File: config.mk
export PLATFORM = sky130hd
export DESIGN_NAME = ring_copy_engine
export DESIGN_NICKNAME = d
export VERILOG_FILES = /design/src/rtl/rce_pkg.sv /design/src/rtl/rce_ring_ctrl.sv /design/src/rtl/rce_mover.sv /design/src/rtl/rce_done_flag.sv /design/src/rtl/ring_copy_engine.sv
export SDC_FILE = /design/constraint.sdc
export NUM_CORES = 1
export LEC_CHECK = 0
export BUFFER_PORTS_ARGS = -buffer_cell sky130_fd_sc_hd__buf_2
export CORE_MARGIN = 10
export CORE_UTILIZATION = 55
export CTS_CLUSTER_DIAMETER = 150
export DETAILED_ROUTE_END_ITERATION = 12
export PLACE_DENSITY = 0.79
export SETUP_SLACK_MARGIN = 0.05
export SLEW_MARGIN = 20
export SYNTH_ARGS = -nofsm -noshare
export SYNTH_HDL_FRONTEND = slang
export SYNTH_SLANG_ARGS = --single-unit
File: constraint.sdc
create_clock -name clk -period 4.8 [get_ports clk]
set_input_delay 0.24 -clock clk [delete_from_list [all_inputs] [get_ports clk]]
set_output_delay 0.24 -clock clk [all_outputs]
set_load 0.1 [all_outputs]
File: src/rtl/rce_pkg.sv
package rce_pkg;
  typedef enum logic [2:0] {
    ST_IDLE,
    ST_FETCH,
    ST_READ,
    ST_WRITE,
    ST_DONE
  } rce_state_e;

  localparam int DESC_WORDS = 4;
  localparam int SLOT_SHIFT = $clog2(DESC_WORDS);
  localparam int FLG_IE_BIT = 0;
  localparam int PRIO_LSB   = 1;
  localparam int PRIO_W     = 3;
endpackage

File: src/rtl/rce_ring_ctrl.sv
module rce_ring_ctrl #(
  parameter int AW = 16,
  parameter int IW = 4
) (
  input  logic          clk,
  input  logic          rst_n,
  input  logic [AW-1:0] cfg_base,
  input  logic [IW:0]   cfg_size,
  input  logic [IW-1:0] cfg_tail,
  input  logic          adv,
  output logic [IW-1:0] head,
  output logic          ring_empty,
  output logic [AW-1:0] slot_addr
);
  import rce_pkg::*;

  logic [IW-1:0] head_q, head_d;
  logic [IW:0]   head_inc;
  logic          wrap;

  always_comb begin
    head_inc = {1'b0, head_q} + (IW+1)'(1);
    wrap     = (head_inc == cfg_size);
    head_d   = head_q;
    if (adv) head_d = wrap ? '0 : head_inc[IW-1:0];
  end

  always_ff @(posedge clk or negedge rst_n) begin
    if (!rst_n)   head_q <= '0;
    else if (adv) head_q <= head_d;
  end

  assign head       = head_q;
  assign ring_empty = ~|(head_q ^ cfg_tail);
  assign slot_addr  = cfg_base + (AW'(head_q) << SLOT_SHIFT);

  assert_head_still_R5: assert property (@(posedge clk) disable iff (!rst_n)
    !adv |=> $stable(head_q));
  assert_head_moves_R5: assert property (@(posedge clk) disable iff (!rst_n)
    (adv && cfg_size != (IW+1)'(1)) |=> head_q != $past(head_q));
endmodule

File: src/rtl/rce_mover.sv
module rce_mover #(
  parameter int AW = 16,
  parameter int DW = 32,
  parameter int LW = 16
) (
  input  logic          clk,
  input  logic          rst_n,
  input  logic          ring_empty,
  input  logic [AW-1:0] slot_addr,
  output logic          mem_req,
  output logic          mem_we,
  output logic [AW-1:0] mem_addr,
  output logic [DW-1:0] mem_wdata,
  input  logic          mem_ready,
  input  logic [DW-1:0] mem_rdata,
  output logic          complete,
  output logic          complete_ie,
  output logic          busy,
  output logic [rce_pkg::PRIO_W-1:0] prio
);
  import rce_pkg::*;

  rce_state_e        st_q, st_d;
  logic [1:0]        idx_q, idx_d;
  logic [AW-1:0]     src_q, src_d, dst_q, dst_d;
  logic [LW-1:0]     len_q, len_d, cnt_q, cnt_d;
  logic              ie_q, ie_d;
  logic [PRIO_W-1:0] prio_q, prio_d;
  logic [DW-1:0]     data_q, data_d;
  logic              acc;

  assign acc = mem_req & mem_ready;

  always_comb begin
    mem_req   = (st_q == ST_FETCH) || (st_q == ST_READ) || (st_q == ST_WRITE);
    mem_we    = (st_q == ST_WRITE);
    mem_wdata = data_q;
    case (st_q)
      ST_FETCH: mem_addr = slot_addr + AW'(idx_q);
      ST_READ:  mem_addr = src_q + AW'(cnt_q);
      ST_WRITE: mem_addr = dst_q + AW'(cnt_q);
      default:  mem_addr = '0;
    endcase
  end

  always_comb begin
    st_d   = st_q;
    idx_d  = idx_q;
    src_d  = src_q;
    dst_d  = dst_q;
    len_d  = len_q;
    cnt_d  = cnt_q;
    ie_d   = ie_q;
    prio_d = prio_q;
    data_d = data_q;
    case (st_q)
      ST_IDLE: begin
        if (!ring_empty) begin
          st_d  = ST_FETCH;
          idx_d = 2'd0;
        end
      end
      ST_FETCH: begin
        if (acc) begin
          idx_d = idx_q + 2'd1;
          case (idx_q)
            2'd0: src_d = mem_rdata[AW-1:0];
            2'd1: dst_d = mem_rdata[AW-1:0];
            2'd2: len_d = mem_rdata[LW-1:0];
            default: begin
              ie_d   = mem_rdata[FLG_IE_BIT];
              prio_d = mem_rdata[PRIO_LSB +: PRIO_W];
              cnt_d  = '0;
              st_d   = (len_q == '0) ? ST_DONE : ST_READ;
            end
          endcase
        end
      end
      ST_READ: begin
        if (acc) begin
          data_d = mem_rdata;
          st_d   = ST_WRITE;
        end
      end
      ST_WRITE: begin
        if (acc) begin
          if (cnt_q == len_q - LW'(1)) st_d = ST_DONE;
          else begin
            cnt_d = cnt_q + LW'(1);
            st_d  = ST_READ;
          end
        end
      end
      default: st_d = ST_IDLE;
    endcase
  end

  always_ff @(posedge clk or negedge rst_n) begin
    if (!rst_n) begin
      st_q   <= ST_IDLE;
      idx_q  <= '0;
      src_q  <= '0;
      dst_q  <= '0;
      len_q  <= '0;
      cnt_q  <= '0;
      ie_q   <= 1'b0;
      prio_q <= '0;
      data_q <= '0;
    end else begin
      st_q  <= st_d;
      idx_q <= idx_d;
      if (st_q == ST_FETCH) begin
        src_q  <= src_d;
        dst_q  <= dst_d;
        len_q  <= len_d;
        ie_q   <= ie_d;
        prio_q <= prio_d;
      end
      if (st_q == ST_FETCH || st_q == ST_WRITE) cnt_q <= cnt_d;
      if (st_q == ST_READ) data_q <= data_d;
    end
  end

  assign complete    = (st_q == ST_DONE);
  assign complete_ie = ie_q;
  assign busy        = (st_q != ST_IDLE);
  assign prio        = prio_q;

  assert_req_held_R10: assert property (@(posedge clk) disable iff (!rst_n)
    (mem_req && !mem_ready) |=> (mem_req && $stable(mem_addr) && $stable(mem_we) && $stable(mem_wdata)));
  assert_quiet_when_empty_R3: assert property (@(posedge clk) disable iff (!rst_n)
    (st_q == ST_IDLE && ring_empty) |=> !mem_req);
  assert_zero_len_no_data_R8: assert property (@(posedge clk) disable iff (!rst_n)
    (st_q == ST_FETCH && idx_q == 2'd3 && acc && len_q == '0) |=> !mem_req);
endmodule

File: src/rtl/rce_done_flag.sv
module rce_done_flag (
  input  logic clk,
  input  logic rst_n,
  input  logic set,
  input  logic set_ie,
  input  logic clr,
  input  logic irq_en,
  output logic done_flag,
  output logic irq
);
  logic flag_q, flag_d, pend_q, pend_d;

  always_comb begin
    flag_d = set | (flag_q & ~clr);
    pend_d = (set & set_ie) | (pend_q & ~clr);
  end

  always_ff @(posedge clk or negedge rst_n) begin
    if (!rst_n) begin
      flag_q <= 1'b0;
      pend_q <= 1'b0;
    end else begin
      flag_q <= flag_d;
      pend_q <= pend_d;
    end
  end

  assign done_flag = flag_q;
  assign irq       = pend_q & irq_en;

  assert_set_wins_R6: assert property (@(posedge clk) disable iff (!rst_n)
    set |=> flag_q);
  assert_irq_needs_flag_R7: assert property (@(posedge clk) disable iff (!rst_n)
    irq |-> flag_q);
endmodule

File: src/rtl/ring_copy_engine.sv
module ring_copy_engine #(
  parameter int AW = 16,
  parameter int DW = 32,
  parameter int IW = 4,
  parameter int LW = 16
) (
  input  logic          clk,
  input  logic          rst_n,
  input  logic [AW-1:0] cfg_base,
  input  logic [IW:0]   cfg_size,
  input  logic [IW-1:0] cfg_tail,
  output logic [IW-1:0] head_o,
  input  logic          irq_en,
  input  logic          done_clr,
  output logic          done_flag,
  output logic          irq,
  output logic          busy,
  output logic [rce_pkg::PRIO_W-1:0] cur_prio,
  output logic          mem_req,
  output logic          mem_we,
  output logic [AW-1:0] mem_addr,
  output logic [DW-1:0] mem_wdata,
  input  logic          mem_ready,
  input  logic [DW-1:0] mem_rdata
);
  logic          ring_empty, complete, complete_ie;
  logic [AW-1:0] slot_addr;

  rce_ring_ctrl #(.AW(AW), .IW(IW)) u_ring (
    .clk(clk), .rst_n(rst_n), .cfg_base(cfg_base), .cfg_size(cfg_size),
    .cfg_tail(cfg_tail), .adv(complete), .head(head_o),
    .ring_empty(ring_empty), .slot_addr(slot_addr)
  );

  rce_mover #(.AW(AW), .DW(DW), .LW(LW)) u_mover (
    .clk(clk), .rst_n(rst_n), .ring_empty(ring_empty), .slot_addr(slot_addr),
    .mem_req(mem_req), .mem_we(mem_we), .mem_addr(mem_addr),
    .mem_wdata(mem_wdata), .mem_ready(mem_ready), .mem_rdata(mem_rdata),
    .complete(complete), .complete_ie(complete_ie), .busy(busy), .prio(cur_prio)
  );

  rce_done_flag u_flag (
    .clk(clk), .rst_n(rst_n), .set(complete), .set_ie(complete_ie),
    .clr(done_clr), .irq_en(irq_en), .done_flag(done_flag), .irq(irq)
  );
endmodule

==> metrics.md <==
| Metric | Value |
|---|---|
| Status | `finished, final reports clean` |
| Pwr dens | `376 nW/µm²` |
| Clock Latency Late Sink | `360 ps` |
| Most frequent cells in the layout | `118 x buf_2, 111 x dfrtp_1, 92 x nand2_1` |
| Worst EP arrival | `4190 ps` |
| Fin Hold WS | `75.4 ps` |
| RSZ-0062 raised after global routing | `false` |
| Reg-to-reg endpoint | `u_mover.cnt_q[15]$_DFFE_PN0P_` |
| Critical Path End Type | `output pin` |
| Core box area | `12100 µm²` |
| Final setup margin | `371 ps` |
| Drc violations | `0` |
| Startpoint of the worst hold path | `done_clr` |
| Leakage Power | `3.91 nW` |
| Final instance area | `7920 µm²` |
| MaxCap Viol Count | `0` |
| Post-synthesis async set-or-reset flop share | `1.00` |
| Grt total ovfl | `0` |
| Setup bufs post-CTS | `0` |
| # diodes | `0` |
| Share of cells above drive strength 1 | `0.310` |
| Synth Instances | `681` |
| Mapped Area | `6810 µm²` |
| Final Non-Filler Cells | `964` |
| HPWL Detailed | `13700 µm` |
| CP max-delay cell | `dfrtp_1` |
| Antenna violations before repair | `0` |
| Via Count | `5627` |
| Slew HR | `0.408` |
| Unique masters post-synth | `69` |
| Largest net degree at the start of global routing | `64` |
| Predominant post-synthesis flop cell | `dfrtp_1` |
| H-tree levels | `3` |
| Final period util | `0.923` |
| Total Wirelength | `17500 µm` |
| Tmin final | `4430 ps` |
| Worst min path class | `input port to flop` |
| FMAX | `226 MHz` |
| WHS Path Cells | `2` |
| Clock Pin Slew Worst Setup and Hold Paths | `70 ps` |
| Vias in the first global route | `5711` |
| Via density | `5.84` |
| Worst Max-Slew Pin Slew | `880 ps` |
| Reg2reg start | `u_mover.len_q[0]$_DFFE_PN0P_` |
| Endpoints failing setup | `0` |
| Sequential area share after synthesis | `0.408` |
| Layout area overhead | `16.2%` |
| Post-synth EDFFs | `0` |
| Layout fillers | `962` |
| Initial Util | `0.565` |
| Drt first-iter violations | `469` |
| Max Fanout on Critical Path | `16` |
| Slowest Stage Delay on Critical Path | `500 ps` |
| Final #Nets | `883` |
| Post-detailed-route count of antenna-violating nets | `0` |
| Post-place setup slack | `540 ps` |
| Die area | `17200 µm²` |
| Clock Root Buffer | `clkbuf_16` |
| Max-slew violations | `0` |
| Final setup TNS | `0 ps` |
| Commonest non-fill, non-tap cell in the layout | `buf_2` |
| Synth warn | `0` |
| CTS tree | `built` |
| Routability Congestion | `0.879` |
| WP data required | `4560 ps` |
| Yosys reg bits | `111` |
| Total clock sinks | `111` |
| Placed insts | `947` |
| DRT Pass-1 Iters | `7` |
| Die H | `131 µm` |
| Area after DPL | `7610 µm²` |
| Peak VDD IR | `350 µV` |
| Setup CP Type | `flop to output pin` |
| Worst path most repeated cell | `nand2_1` |
| Num rows | `40` |
| Hold Violations, Final | `0` |
| WL per Instance | `18.2 µm` |
| Total CTS buffers | `9` |
| Family with the most delay on the worst path | `simple AND/OR/NAND/NOR gates` |
| Min-Delay Endpoint | `u_flag.done_flag$_DFF_PN0_` |
| Buf/Inv on CP | `3` |
| Io pins | `122` |
| Worst-case clock buffer depth | `2` |
| R2r worst-path depth | `10` |
| Synth Area per Inst | `10.0 µm²` |
| Overall routing resource usage | `0.201` |
| Mapped Nets | `773` |
| Startpoint types | `flop` |
| CP Cell Sequence | `nor2b_2 -> nand2_1 -> inv_1 -> buf_4 -> nand2_1 -> nand2_1 -> ha_1 -> nor3_1 -> nor2_1 -> a2111oi_2 -> nor3_1 -> or3_1 -> a21oi_1 -> xor2_1 -> o22ai_4 -> buf_12` |
| Port bufs | `121` |
| First-pass GRT wire length | `29400 µm` |
| Die X | `131 µm` |
| R2R Setup Slk | `1440 ps` |
| Post-Route Skew | `9.67 ps` |
-- state kept, by name, summed over array words and instances (netlist names) --
signal,cells
u_mover.mem_wdata,32
u_mover.cnt_q,16
u_mover.dst_q,16
u_mover.len_q,16
u_mover.src_q,16
u_ring.head,4
u_mover.prio,3
u_mover.st_q,3
u_mover.idx_q,2
u_flag.done_flag,1
u_flag.pend_q,1
u_mover.complete_ie,1
-- where the power goes --
group | total (mW) | internal, mW | switching, mW
clock | 0.734 | 0.375 | 0.359
combinational | 1.13 | 0.232 | 0.895
sequential | 1.11 | 1.02 | 0.0901
-- kinds of logic (layout without fill, tap and decap cells) --
family | after synthesis | in the layout | share of synthesized area
flip-flops | 111 | 111 | 0.408
AND/OR/NAND/NOR | 245 | 245 | 0.184
AO/OA/AOI/OAI | 105 | 105 | 0.106
XOR/XNOR | 53 | 53 | 0.0681
multiplexers | 89 | 89 | 0.146
adder cells (fa/ha/maj) | 30 | 30 | 0.0573
buffers and inverters | 48 | 163 | 0.0310
-- worst max-delay path by stage --
stage / endpoint / slack [ps] / startpoint / cells past startpoint
3_5_place_dp: mem_addr[13] / 540 / u_mover.st_q[1]$_DFFE_PN0P_ / 16
5_1_grt: mem_addr[13] / 120 / u_mover.st_q[1]$_DFFE_PN0P_ / 15
3_3_place_gp: mem_addr[13] / 760 / u_mover.st_q[1]$_DFFE_PN0P_ / 16
6_report: mem_addr[13] / 370 / u_mover.st_q[1]$_DFFE_PN0P_ / 16
4_1_cts: mem_addr[13] / 120 / u_mover.st_q[1]$_DFFE_PN0P_ / 16
2_1_floorplan: mem_addr[9] / -110 / u_mover.st_q[1]$_DFFE_PN0P_ / 15
-- layer usage --
layer | global-route usage | share of wire
met1 | 0.262 | 0.45
met5 | 0 | 0
met3 | 0.0373 | 0.058
met2 | 0.338 | 0.48
met4 | 0.0488 | 0.011
-- metrics by stage --
step                total power [mW]  utilization
detailed placement              2.26        0.631
global placement                2.23        0.631
global route                    3.08        0.656
floorplan                       2.02            -
finish                          2.98        0.656
CTS                             2.99        0.656
-- area by class of cell --
type / instances / area (µm²) / area share
clock buffer: 10 / 239 / 0.0302
inverter: 21 / 78.8 / 0.00996
tap: 168 / 210 / 0.0266
timing repair buffer: 126 / 678 / 0.0857
sequential: 111 / 2780 / 0.351
clock inverter: 6 / 48.8 / 0.00616
multi-input combinational: 522 / 3880 / 0.491
-- cells in the mapped netlist (3+ instances only) --
library cell | number | area (µm²)
nor2b_1 | 9 | 56.3
a211o_1 | 3 | 26.3
nor3_1 | 16 | 80.1
a22o_1 | 3 | 26.3
nor2_1 | 27 | 101
a31oi_1 | 3 | 18.8
buf_2 | 3 | 15.0
nand4_1 | 14 | 87.6
o21ai_0 | 22 | 110
mux2i_1 | 8 | 80.1
xor2_1 | 28 | 245
nor3b_1 | 3 | 22.5
mux2_2 | 81 | 912
nand3_1 | 27 | 135
o22ai_1 | 14 | 87.6
a21oi_1 | 19 | 95.1
inv_1 | 21 | 78.8
and2_1 | 3 | 18.8
dfrtp_1 | 111 | 2780
ha_1 | 28 | 350
o41ai_1 | 5 | 43.8
and3_1 | 9 | 56.3
a21oi_2 | 3 | 26.3
a21o_1 | 3 | 22.5
or4_1 | 3 | 22.5
nand2_1 | 92 | 345
or3_1 | 10 | 62.6
xnor2_1 | 25 | 219
a211oi_1 | 4 | 30.0
nand2b_1 | 12 | 75.1
nor4_1 | 4 | 25.0
clkbuf_1 | 21 | 78.8
-- timing repair --
item | 4_1_cts | 5_1_grt
resized for setup | 0 | 3
hold endpoints to repair | 2 | 0
endpoints found under the setup margin | 0 | 2
hold buffers | 1 | 0
Note: power is estimated with default switching activity, not from simulation.
